==> src/rtl/bst_pkg.sv <==
package bst_pkg;
    localparam int DATA_W  = 32;
    localparam int LANES   = DATA_W / 8;
    localparam int LANE_W  = $clog2(LANES);
    localparam logic [DATA_W-1:0] SIGNATURE = 32'hAABB_CCDD;

    typedef logic [LANE_W-1:0] lane_t;

    typedef enum logic [3:0] {
        S_IDLE, S_WSIG, S_WINV, S_WBYTE, S_RINV, S_RBASE, S_CHECK, S_EVAL, S_DONE
    } seq_state_e;

    typedef enum logic [1:0] { SRC_SIG, SRC_INV, SRC_LANE, SRC_NONE } wsrc_e;

    typedef struct packed {
        logic             req;
        logic             we;
        logic [LANES-1:0] be;
        logic             hi_word;
        wsrc_e            src;
    } mem_op_t;

    function automatic logic [DATA_W-1:0] lane_data(input lane_t lane);
        logic [DATA_W-1:0] v;
        v = DATA_W'(lane);
        return v << (8 * lane);
    endfunction

    function automatic logic [DATA_W-1:0] expect_word(input lane_t lane);
        logic [DATA_W-1:0] keep;
        keep = ~(DATA_W'(8'hFF) << (8 * lane));
        return (SIGNATURE & keep) | lane_data(lane);
    endfunction

    function automatic logic [LANES-1:0] lane_be(input lane_t lane);
        return LANES'(1) << lane;
    endfunction
endpackage

==> src/rtl/bst_region.sv <==
module bst_region #(
    parameter int unsigned ADDR_W = 32,
    parameter logic [ADDR_W-1:0] MEM_BASE = '0,
    parameter int unsigned REGION_SHIFT = 22
) (
    input  logic              clk,
    input  logic              rst,
    input  logic              load,
    input  logic              step,
    input  logic [ADDR_W-1:0] mem_size,
    output logic [ADDR_W-1:0] base,
    output logic              last
);
    localparam logic [ADDR_W:0] STRIDE = (ADDR_W + 1)'(1) << REGION_SHIFT;

    logic [ADDR_W-1:0] base_q;
    logic [ADDR_W:0]   limit_q;
    logic [ADDR_W:0]   next_w;

    always_ff @(posedge clk) begin
        if (rst) begin
            base_q  <= MEM_BASE;
            limit_q <= '0;
        end else if (load) begin
            base_q  <= MEM_BASE;
            limit_q <= {1'b0, MEM_BASE} + {1'b0, mem_size};
        end else if (step) begin
            base_q  <= base_q + STRIDE[ADDR_W-1:0];
        end
    end

    assign next_w = {1'b0, base_q} + STRIDE;
    assign last   = (next_w >= limit_q);
    assign base   = base_q;

    // a step only ever lands on a base still inside the memory
    p_step_inside_r8: assert property (@(posedge clk) disable iff (rst)
        step |=> ({1'b0, base_q} < limit_q));
endmodule

==> src/rtl/bst_lane_check.sv <==
module bst_lane_check
    import bst_pkg::*;
(
    input  logic              clk,
    input  logic              rst,
    input  logic              clear,
    input  logic              check_en,
    input  lane_t             lane,
    input  logic [DATA_W-1:0] rdata,
    output logic [LANES-1:0]  mask
);
    logic [LANES-1:0] mask_q;
    logic             mismatch;

    assign mismatch = (rdata != expect_word(lane));

    always_ff @(posedge clk) begin
        if (rst || clear) begin
            mask_q <= '0;
        end else if (check_en && mismatch) begin
            mask_q[lane] <= 1'b1;
        end
    end

    assign mask = mask_q;

    // the mask moves only on a compare cycle or a clear
    p_mask_hold_r5: assert property (@(posedge clk) disable iff (rst)
        (!clear && !check_en) |=> $stable(mask_q));
endmodule

==> src/rtl/bst_seq.sv <==
module bst_seq
    import bst_pkg::*;
#(
    parameter int unsigned ADDR_W = 32
) (
    input  logic              clk,
    input  logic              rst,
    input  logic              start,
    input  logic [ADDR_W-1:0] base,
    input  logic              region_last,
    input  logic [LANES-1:0]  mask,
    output logic              load,
    output logic              step,
    output logic              clear,
    output logic              check_en,
    output lane_t             lane,
    output mem_op_t           op,
    output logic              done,
    output logic              fail,
    output logic [ADDR_W-1:0] result
);
    seq_state_e        state_q;
    lane_t             lane_q;
    logic              done_q;
    logic              fail_q;
    logic [ADDR_W-1:0] result_q;
    logic              accept;

    assign accept   = start && (state_q == S_IDLE || state_q == S_DONE);
    assign load     = accept;
    assign clear    = accept || (state_q == S_EVAL);
    assign check_en = (state_q == S_CHECK);
    assign step     = (state_q == S_EVAL) && (mask == '0) && !region_last;

    always_ff @(posedge clk) begin
        if (rst) begin
            state_q  <= S_IDLE;
            lane_q   <= '0;
            done_q   <= 1'b0;
            fail_q   <= 1'b0;
            result_q <= '0;
        end else begin
            unique case (state_q)
                S_IDLE, S_DONE: if (accept) begin
                    state_q  <= S_WSIG;
                    lane_q   <= '0;
                    done_q   <= 1'b0;
                    fail_q   <= 1'b0;
                    result_q <= '0;
                end
                S_WSIG:  state_q <= S_WINV;
                S_WINV:  state_q <= S_WBYTE;
                S_WBYTE: state_q <= S_RINV;
                S_RINV:  state_q <= S_RBASE;
                S_RBASE: state_q <= S_CHECK;
                S_CHECK: begin
                    if (lane_q == lane_t'(LANES - 1)) begin
                        state_q <= S_EVAL;
                    end else begin
                        lane_q  <= lane_q + 1'b1;
                        state_q <= S_WSIG;
                    end
                end
                S_EVAL: begin
                    lane_q <= '0;
                    if (mask != '0) begin
                        state_q  <= S_DONE;
                        done_q   <= 1'b1;
                        fail_q   <= 1'b1;
                        result_q <= base | ADDR_W'(mask);
                    end else if (region_last) begin
                        state_q  <= S_DONE;
                        done_q   <= 1'b1;
                    end else begin
                        state_q  <= S_WSIG;
                    end
                end
                default: state_q <= S_IDLE;
            endcase
        end
    end

    always_comb begin
        op = '{req: 1'b0, we: 1'b0, be: '0, hi_word: 1'b0, src: SRC_NONE};
        unique case (state_q)
            S_WSIG:  op = '{req: 1'b1, we: 1'b1, be: '1, hi_word: 1'b0, src: SRC_SIG};
            S_WINV:  op = '{req: 1'b1, we: 1'b1, be: '1, hi_word: 1'b1, src: SRC_INV};
            S_WBYTE: op = '{req: 1'b1, we: 1'b1, be: lane_be(lane_q), hi_word: 1'b0, src: SRC_LANE};
            S_RINV:  op = '{req: 1'b1, we: 1'b0, be: '0, hi_word: 1'b1, src: SRC_NONE};
            S_RBASE: op = '{req: 1'b1, we: 1'b0, be: '0, hi_word: 1'b0, src: SRC_NONE};
            default: ;
        endcase
    end

    assign lane   = lane_q;
    assign done   = done_q;
    assign fail   = fail_q;
    assign result = result_q;

    // a write carries either every enable or exactly one
    p_be_shape_r3: assert property (@(posedge clk) disable iff (rst)
        (op.req && op.we) |-> (op.be == '1 || $countones(op.be) == 1));
    // no memory traffic once finished
    p_quiet_done_r7: assert property (@(posedge clk) disable iff (rst)
        done_q |-> !op.req);
    // a failing result always carries a nonzero lane mask
    p_fail_mask_r7: assert property (@(posedge clk) disable iff (rst)
        fail_q |-> (done_q && result_q[LANES-1:0] != '0));
    // a passing run reports zero
    p_pass_zero_r9: assert property (@(posedge clk) disable iff (rst)
        (done_q && !fail_q) |-> (result_q == '0));
    // a busy engine keeps running when start is raised
    p_busy_ignores_start_r10: assert property (@(posedge clk) disable iff (rst)
        (start && state_q == S_WINV) |=> (state_q == S_WBYTE));
endmodule

==> src/rtl/byte_lane_tester.sv <==
module byte_lane_tester
    import bst_pkg::*;
#(
    parameter int unsigned ADDR_W = 32,
    parameter logic [ADDR_W-1:0] MEM_BASE = 32'h1000_0000,
    parameter int unsigned REGION_SHIFT = 22
) (
    input  logic              clk,
    input  logic              rst,
    input  logic              start,
    input  logic [ADDR_W-1:0] mem_size,
    output logic              done,
    output logic              fail,
    output logic [ADDR_W-1:0] result,
    output logic              mem_req,
    output logic              mem_we,
    output logic [LANES-1:0]  mem_be,
    output logic [ADDR_W-1:0] mem_addr,
    output logic [DATA_W-1:0] mem_wdata,
    input  logic [DATA_W-1:0] mem_rdata
);
    localparam int unsigned WORD_BYTES = DATA_W / 8;

    logic              load, step, clear, check_en, region_last;
    logic [ADDR_W-1:0] base;
    logic [LANES-1:0]  mask;
    lane_t             lane;
    mem_op_t           op;

    bst_region #(.ADDR_W(ADDR_W), .MEM_BASE(MEM_BASE), .REGION_SHIFT(REGION_SHIFT)) u_region (
        .clk(clk), .rst(rst), .load(load), .step(step),
        .mem_size(mem_size), .base(base), .last(region_last)
    );

    bst_lane_check u_check (
        .clk(clk), .rst(rst), .clear(clear), .check_en(check_en),
        .lane(lane), .rdata(mem_rdata), .mask(mask)
    );

    bst_seq #(.ADDR_W(ADDR_W)) u_seq (
        .clk(clk), .rst(rst), .start(start), .base(base),
        .region_last(region_last), .mask(mask),
        .load(load), .step(step), .clear(clear), .check_en(check_en),
        .lane(lane), .op(op), .done(done), .fail(fail), .result(result)
    );

    always_comb begin
        unique case (op.src)
            SRC_SIG:  mem_wdata = SIGNATURE;
            SRC_INV:  mem_wdata = ~SIGNATURE;
            SRC_LANE: mem_wdata = lane_data(lane);
            default:  mem_wdata = '0;
        endcase
    end

    assign mem_req  = op.req;
    assign mem_we   = op.we;
    assign mem_be   = op.be;
    assign mem_addr = op.hi_word ? base + ADDR_W'(WORD_BYTES) : base;
endmodule

==> config.mk <==
export PLATFORM = sky130hd
export DESIGN_NAME = byte_lane_tester
export DESIGN_NICKNAME = d
export VERILOG_FILES = /design/src/rtl/bst_pkg.sv /design/src/rtl/bst_region.sv /design/src/rtl/bst_lane_check.sv /design/src/rtl/bst_seq.sv /design/src/rtl/byte_lane_tester.sv
export SDC_FILE = /design/constraint.sdc
export NUM_CORES = 1
export LEC_CHECK = 0
export BUFFER_PORTS_ARGS = -buffer_cell sky130_fd_sc_hd__buf_2
export CORE_ASPECT_RATIO = 1.75
export CORE_MARGIN = 2
export CORE_UTILIZATION = 50
export DETAILED_ROUTE_END_ITERATION = 8
export PLACE_DENSITY_LB_ADDON = 0.12
export SETUP_SLACK_MARGIN = 0.2
export SLEW_MARGIN = 5
export SYNTH_ARGS = -nofsm -noshare
export SYNTH_HDL_FRONTEND = slang
export SYNTH_HIERARCHICAL = 1
export SYNTH_SLANG_ARGS = --single-unit
export TNS_END_PERCENT = 30
==> constraint.sdc <==
create_clock -name clk -period 4.6 [get_ports clk]
set_clock_uncertainty 0.15 [all_clocks]
set_input_delay 0 -clock clk [delete_from_list [all_inputs] [get_ports clk]]
set_output_delay 0 -clock clk [all_outputs]
set_load 0.005 [all_outputs]
======== Word level (Yosys, flattened, before mapping) ========
Cells that the tools add are included.
storage, ports and cells
  output and inout port bits .............. 104
  memories kept ........................... 0
  ROM bits ................................ 0
  input bits .............................. 67
  memory bits (writable) .................. 0
  register bits ........................... 109
  logic and storage cells ................. 81
  latch bits .............................. 0
cells by class
  add/sub/neg operators ................... 5
  div/mod/pow operators ................... 0
  shift-type cells ........................ 3
  muxes and demuxes ....................... 22
  magnitude comparators ................... 3
  bitwise logic cells ..................... 4
  eq/ne operators ......................... 16
  $mul .................................... 0
  reduce and logical (&&, ||, !) cells .... 20
operators by type and width
  operator                                          number
  two-way mux 32 bit                                3
  case mux 32 bit (3 select lines)                  1
  case mux 32 bit (2 select lines)                  1
  case mux 9 bit (5 select lines)                   1
  adder 29 x 32 -> 33 bit, first input constant     1
  adder 32 x 23 -> 33 bit, second input constant    1
  >= comparator 33 bit                              1
  adder 32 x 23 -> 32 bit, second input constant    1
  adder 32 x 3 -> 32 bit, second input constant     1
  inequality test 32 bit                            1
  NOT 32 bit                                        1
  bitwise OR 32 bit                                 1
  bitwise OR 32 x 4 -> 32 bit                       1
  case mux 4 bit (8 select lines)                   1
  << shifter 2 x 5 -> 32 bit                        1
  << shifter 8 x 5 -> 32 bit, first input constant  1
  == test 4 x 3 -> 1 bit, second input constant     4
  two-way mux 4 bit                                 3
  AND reduction 3 bit                               3
  == test 4 x 2 -> 1 bit, second input constant     2
  zero test 4 bit                                   2
  case mux 2 bit (3 select lines)                   1
  logical AND 1 bit                                 5
  two-way mux 1 bit                                 5
  23 further kinds                                  30

======== Logic depth before layout (Yosys ltp) ========
  word-level depth ........................ 5
  depth in mapped cells ................... 16
  gate-level depth less buffers ........... 14

======== Modules after synthesis ========
Netlist, hierarchy kept.
modules (own cells, without submodules)
  module            instances  seq. area each (um2)  area an instance (um2)  cells an instance
  bst_region        1          860.8                 2265.9                  250
  bst_seq           1          800.8                 1840.5                  210
  byte_lane_tester  1          0.0                   877.1                   122
  bst_lane_check    1          80.1                  321.6                   39

======== Worst setup path after synthesis ========
No wires, ideal clock.
  path type ............................... reg2reg
  from .................................... register u_region.base_q[22], in the netlist u_region/base[22]
  to ...................................... register u_region.base_q[28], in the netlist u_region/base[28]
  stages on the path, launching flop included .. 16
  path buffers ............................ 2
  data required time ...................... 4.323 ns
  clock period less this slack ............ 3.366 ns
  setup slack ............................. 1.234 ns
  library setup time ...................... 0.127 ns
  data arrival time ....................... 3.089 ns
  cell sequence ........................... dfxtp_1 > ha_1 > clkbuf_1 > nand2_1 > nor3_1 > xnor2_1 > ha_1 > nand4_1 > or2_2 > o221ai_1 > a211o_1 > nor3_1 > clkbuf_2 > nand3_1 > o21ai_0 > or3b_1
on the way
  longest elaborated chain between the ends .. 4
  elaborated cells on any way between the ends .. 5
  classes of those cells .................. add/sub: 2; order compare: 1; reduce/logical: 2
ends and longest elaborated chain
  element                  line                    text
  from (decl)              bst_region.sv:16        logic [ADDR_W-1:0] base_q;
  from (signal assigned)   bst_region.sv:28        base_q <= base_q + STRIDE[ADDR_W-1:0];
  adder 32 x 23 -> 33 bit  bst_region.sv:32        assign next_w = {1'b0, base_q} + STRIDE;
  net u_region.next_w[30]  bst_region.sv:18        logic [ADDR_W:0] next_w;
  >= comparator 33 bit     bst_region.sv:33        assign last = (next_w >= limit_q);
  net region_last          byte_lane_tester.sv:24  logic load, step, clear, check_en, region_last;
  zero test 1 bit          bst_seq.sv:33           assign step = (state_q == S_EVAL) && (mask == '0) && !region_last;
  logical AND 1 bit        bst_seq.sv:33
  net step                 byte_lane_tester.sv:24
The timed path passes the listed nets, and every way through them passes these cells.
A chain may end at the register's enable or synchronous reset.

======== Worst setup path after layout ========
  from .................................... register u_region.base_q[24], in the netlist u_region/base[24]
  to ...................................... register u_region.base_q[27], in the netlist u_region/base[27]
Same word-level chain as after synthesis.

==> results.txt <==
----------------------------------------------------
[Logic synthesis]
  Mean instance size in the synthesized netlist ... roughly 8.5 µm²
  Post-synth cell types ... 66
  Area of the mapped netlist ... 5310 µm²
  Post-synthesis sequential area ratio ... 0.328
  Dominant synthesized flop cell ... dfxtp_1
  Synthesis-stage register bit count ... 87
  Number of enable flip-flop cells after synthesis ... 0
  Warning count from the yosys run ... 6
  Post-Syn Instances ... about 620
  Fraction of registers with async set/reset ... 0

[Detailed routing]
  Post-route DRC ... 0
  Total via count after detailed routing ... between 4000 and 5000
  Violation count after the first detailed-routing iteration ... between 150 and 200
  Post-DR wirelength/cell ... 15.3 µm
  Drt pass-1 iters ... 4
  Post-DR vias/cell ... 5.41
  WL final ... between 10 and 15 mm
  Number of antenna-violating nets in the routed design ... 0

[Worst hold path]
  Cell count of the worst hold path ... 5
  Min-Delay Startpoint ... mem_rdata[30]
  Min-delay worst type ... in2reg

[Power and ir drop]
  Net switching power figure ... roughly 750 µW
  Internal power contribution ... around 1.6 mW
  Power per cell area ... ~370 nW/µm²
  Pwr Total ... 2.37 mW
  Fraction of power spent switching nets ... 0.318
  Share of total power in sequential cells ... 0.366
  Part of the power in the clock network ... 0.338
  Peak ir drop on the vdd network ... 380 µV
  Part of the total power dissipated in combinational logic ... 0.297
  Leak pwr ... between 2 and 3 nW

[Critical path]
  RR Startpoint ... u_region/base[24]$_SDFFE_PP0P_
  Critical path launch point type ... flop
  Signal arrival time at the worst endpoint ... ~3.9 ns
  Source of the critical timing path ... u_region/base[24]$_SDFFE_PP0P_
  CP required ... 4.72 ns
  CP max FO ... 15
  Critical path capture point type ... flop
  Category of the most critical setup path ... reg2reg
  Count of cells along the worst register-to-register path ... 13

[STA]
  Max Clk Rate ... between 200 and 300 MHz
  Final period util ... 0.813
  Final setup violation count ... 0
  Number of max-slew violations in the final report ... 0
  Tmin final ... about 3.7 ns
  Fin. Hold Viols ... 0
  Actual transition at the worst max-transition pin ... approximately 0.94 ns
  Setup TNS ... 0 ns
  Max_slew headroom ... 0.370
  RSZ-0062 raised after global routing ... no

[Final layout]
  Final-layout fill cell count ... approximately 950
  Inserted Diodes ... 0
  Nets@finish ... approximately 840
  Area growth from synthesis to final layout ... 21.7%
  Share of layout cells above drive strength 1 ... 0.249
  Area of the multi-input gates ... ~2900 µm²
  Register Area ... approximately 1700 µm²
  Final standard cell utilization of the core ... 0.627

[CTS]
  CTS tree ... done
  TritonCTS Sinks ... a little under 90
  CTS H-tree lvls ... 3
  CTS root buffer ... clkbuf_16
  Clock-pin transition on the worst setup and hold timing paths ... 0.07 ns
  Post-CTS Resized ... 0
  Total clock buffers created by CTS ... 9
  Clock Tree Buf Depth ... 2
  Later-pin clock latency in the skew report ... roughly 0.34 ns

[Floorplanning]
  Die span in y ... 140 µm
  Die width ... around 82 µm
  Core area ... between 10000 and 15000 µm²
  Overall die area ... around 11000 µm²
  FP Rows ... slightly below 50
  Initial cell density of the core ... 0.515
  I/O pin cnt ... 171

[Global route]
  Pin count of the biggest net entering global routing ... between 40 and 50
  Initial antenna violation count ... 0
  Via count of the first global-routing pass ... 4523
  First-pass GRT wire length ... 21.5 mm
  Global routing usage summed across all routing layers ... 0.238
  Remaining Overflow, GRT ... 0

[Outcome]
  Status ... completed

[Placed design]
  I/O Buffers ... approximately 150
  Final Wtd Congestion ... roughly 0.82
  Detailed placer's ending HPWL ... around 9.9 mm

[Job]
  Maximum Capacitance Violations ... 0

----------------------------------------------------
==> area by class of cell <==
cell class | instances | area share
Clock inverter | 7 | 0.0159
Clock buffer | 9 | 0.0349
Sequential cell | 87 | 0.270
Inverter | 48 | 0.0281
Timing Repair Buffer | 187 | 0.173
Multi-Input combinational cell | 426 | 0.454
Tap cell | 127 | 0.0246
==> through the flow <==
| stage | area [µm²] | std cells | worst slack (ns) | hold slack [ns] |
|---|---|---|---|---|
| detailed placement | 5790 | 841 | 0.933 | 0.0823 |
| floorplan | 5380 | 642 | 1.23 | -0.0510 |
| CTS | 6460 | 891 | 0.901 | 0.0964 |
| global route | 6460 | 891 | 0.522 | 0.144 |
| finish | 6460 | 891 | 0.861 | 0.112 |
| global placement | 5790 | 841 | 1.07 | 0.0726 |
==> final timing paths <==
kind                                         end  slack [ns]
setup / recovery  u_region/base[27]$_SDFFE_PP0P_        0.86
hold / removal      u_check/mask[1]$_SDFFE_PP0P_        0.11
setup reg to reg  u_region/base[27]$_SDFFE_PP0P_        0.86
hold reg to reg          u_seq/fail$_SDFFE_PP0P_        0.31
==> worst max-delay path: stages (launching register included) <==
cell and delay [ns]:
dfxtp_1 0.67, nand3_1 0.24, nor4_1 0.37, xor2_1 0.21, ha_1 0.27, nand4_1 0.12, or2_2 0.14, o221ai_1 0.12
a211o_1 0.30, nor3_1 0.18, buf_4 0.18, nand4_2 0.19, or3_1 0.37, a21oi_1 0.15
==> logic make-up after synthesis <==
kind of cell / after synthesis / share of synthesized area
fa+ha+maj: 18 / 0.0425
buf+inv: 129 / 0.134
compound gates: 82 / 0.119
flops: 87 / 0.328
mux: 32 / 0.0608
xor+xnor: 46 / 0.0759
simple gates: 226 / 0.238
other cells: 1 / 0.000707
==> synthesized netlist by cell type, types with 4 or more instances <==
cell type  number  share of area
a211oi_1        9          0.013
or4_1           4         0.0057
ha_1           18          0.042
nor2_1         51          0.036
and4_1          6         0.0099
buf_2          12          0.011
and3_1          5         0.0059
a21oi_1        14          0.013
nand4_1        14          0.017
o21a_1          6         0.0085
buf_4          50          0.071
nand2_1        55          0.039
nor3_1         14          0.013
mux2i_1        30          0.057
nand3_1        15          0.014
clkbuf_1       15          0.011
o32ai_1        28          0.046
xnor2_1        19          0.031
dfxtp_1        87           0.33
nor4_1         18          0.021
nand2b_1       10          0.012
o21ai_0         6         0.0057
inv_1          47          0.033
xor2_1         27          0.045
==> timing repair <==
action                                 4_1_cts  5_1_grt
endpoints found under the hold margin       34        0
buffers inserted                             0        0
hold buffers                                34        0
==> sequential cells by signal, summed over array words and instances (netlist names) <==
signal and cells:
u_seq/fail 1, u_region/limit_q 33, u_seq/state_q 4, u_seq/done 1
u_check/mask 4, u_seq/result 32, u_seq/lane 2, u_region/base 10
==> layout by cell type (no fill, tap or decap), types with 18 or more instances in the layout <==
master	Yosys	routed
mux2i_1	30	30
xnor2_1	19	19
inv_1	47	47
dlygate4sd3_1	0	34
dfxtp_1	87	87
ha_1	18	18
nand2_1	55	55
nor2_1	51	51
buf_2	12	149
nor4_1	18	18
o32ai_1	28	28
conb_1	1	22
xor2_1	27	27
==> power groups by stage <==
stage	sequential [mW]	clock [mW]	combinational [mW]
after floorplan	0.857	0	0.609
after global placement	0.881	0	0.664
after detailed placement	0.884	0	0.673
after CTS	0.867	0.819	0.698
after global routing	0.878	0.849	0.782
final	0.868	0.802	0.705
==> per-layer routing <==
| layer | vias up | track usage | routed length [µm] |
|---|---|---|---|
| li1 | 2397 | - | - |
| met1 | 2260 | 0.253 | 5120 |
| met2 | 152 | 0.450 | 7620 |
| met3 | 13 | 0.0399 | 625 |
| met4 | 0 | 0.0860 | 257 |
| met5 | - | 0 | 0 |
No activity file was read; power rests on OpenSTA's default activity.
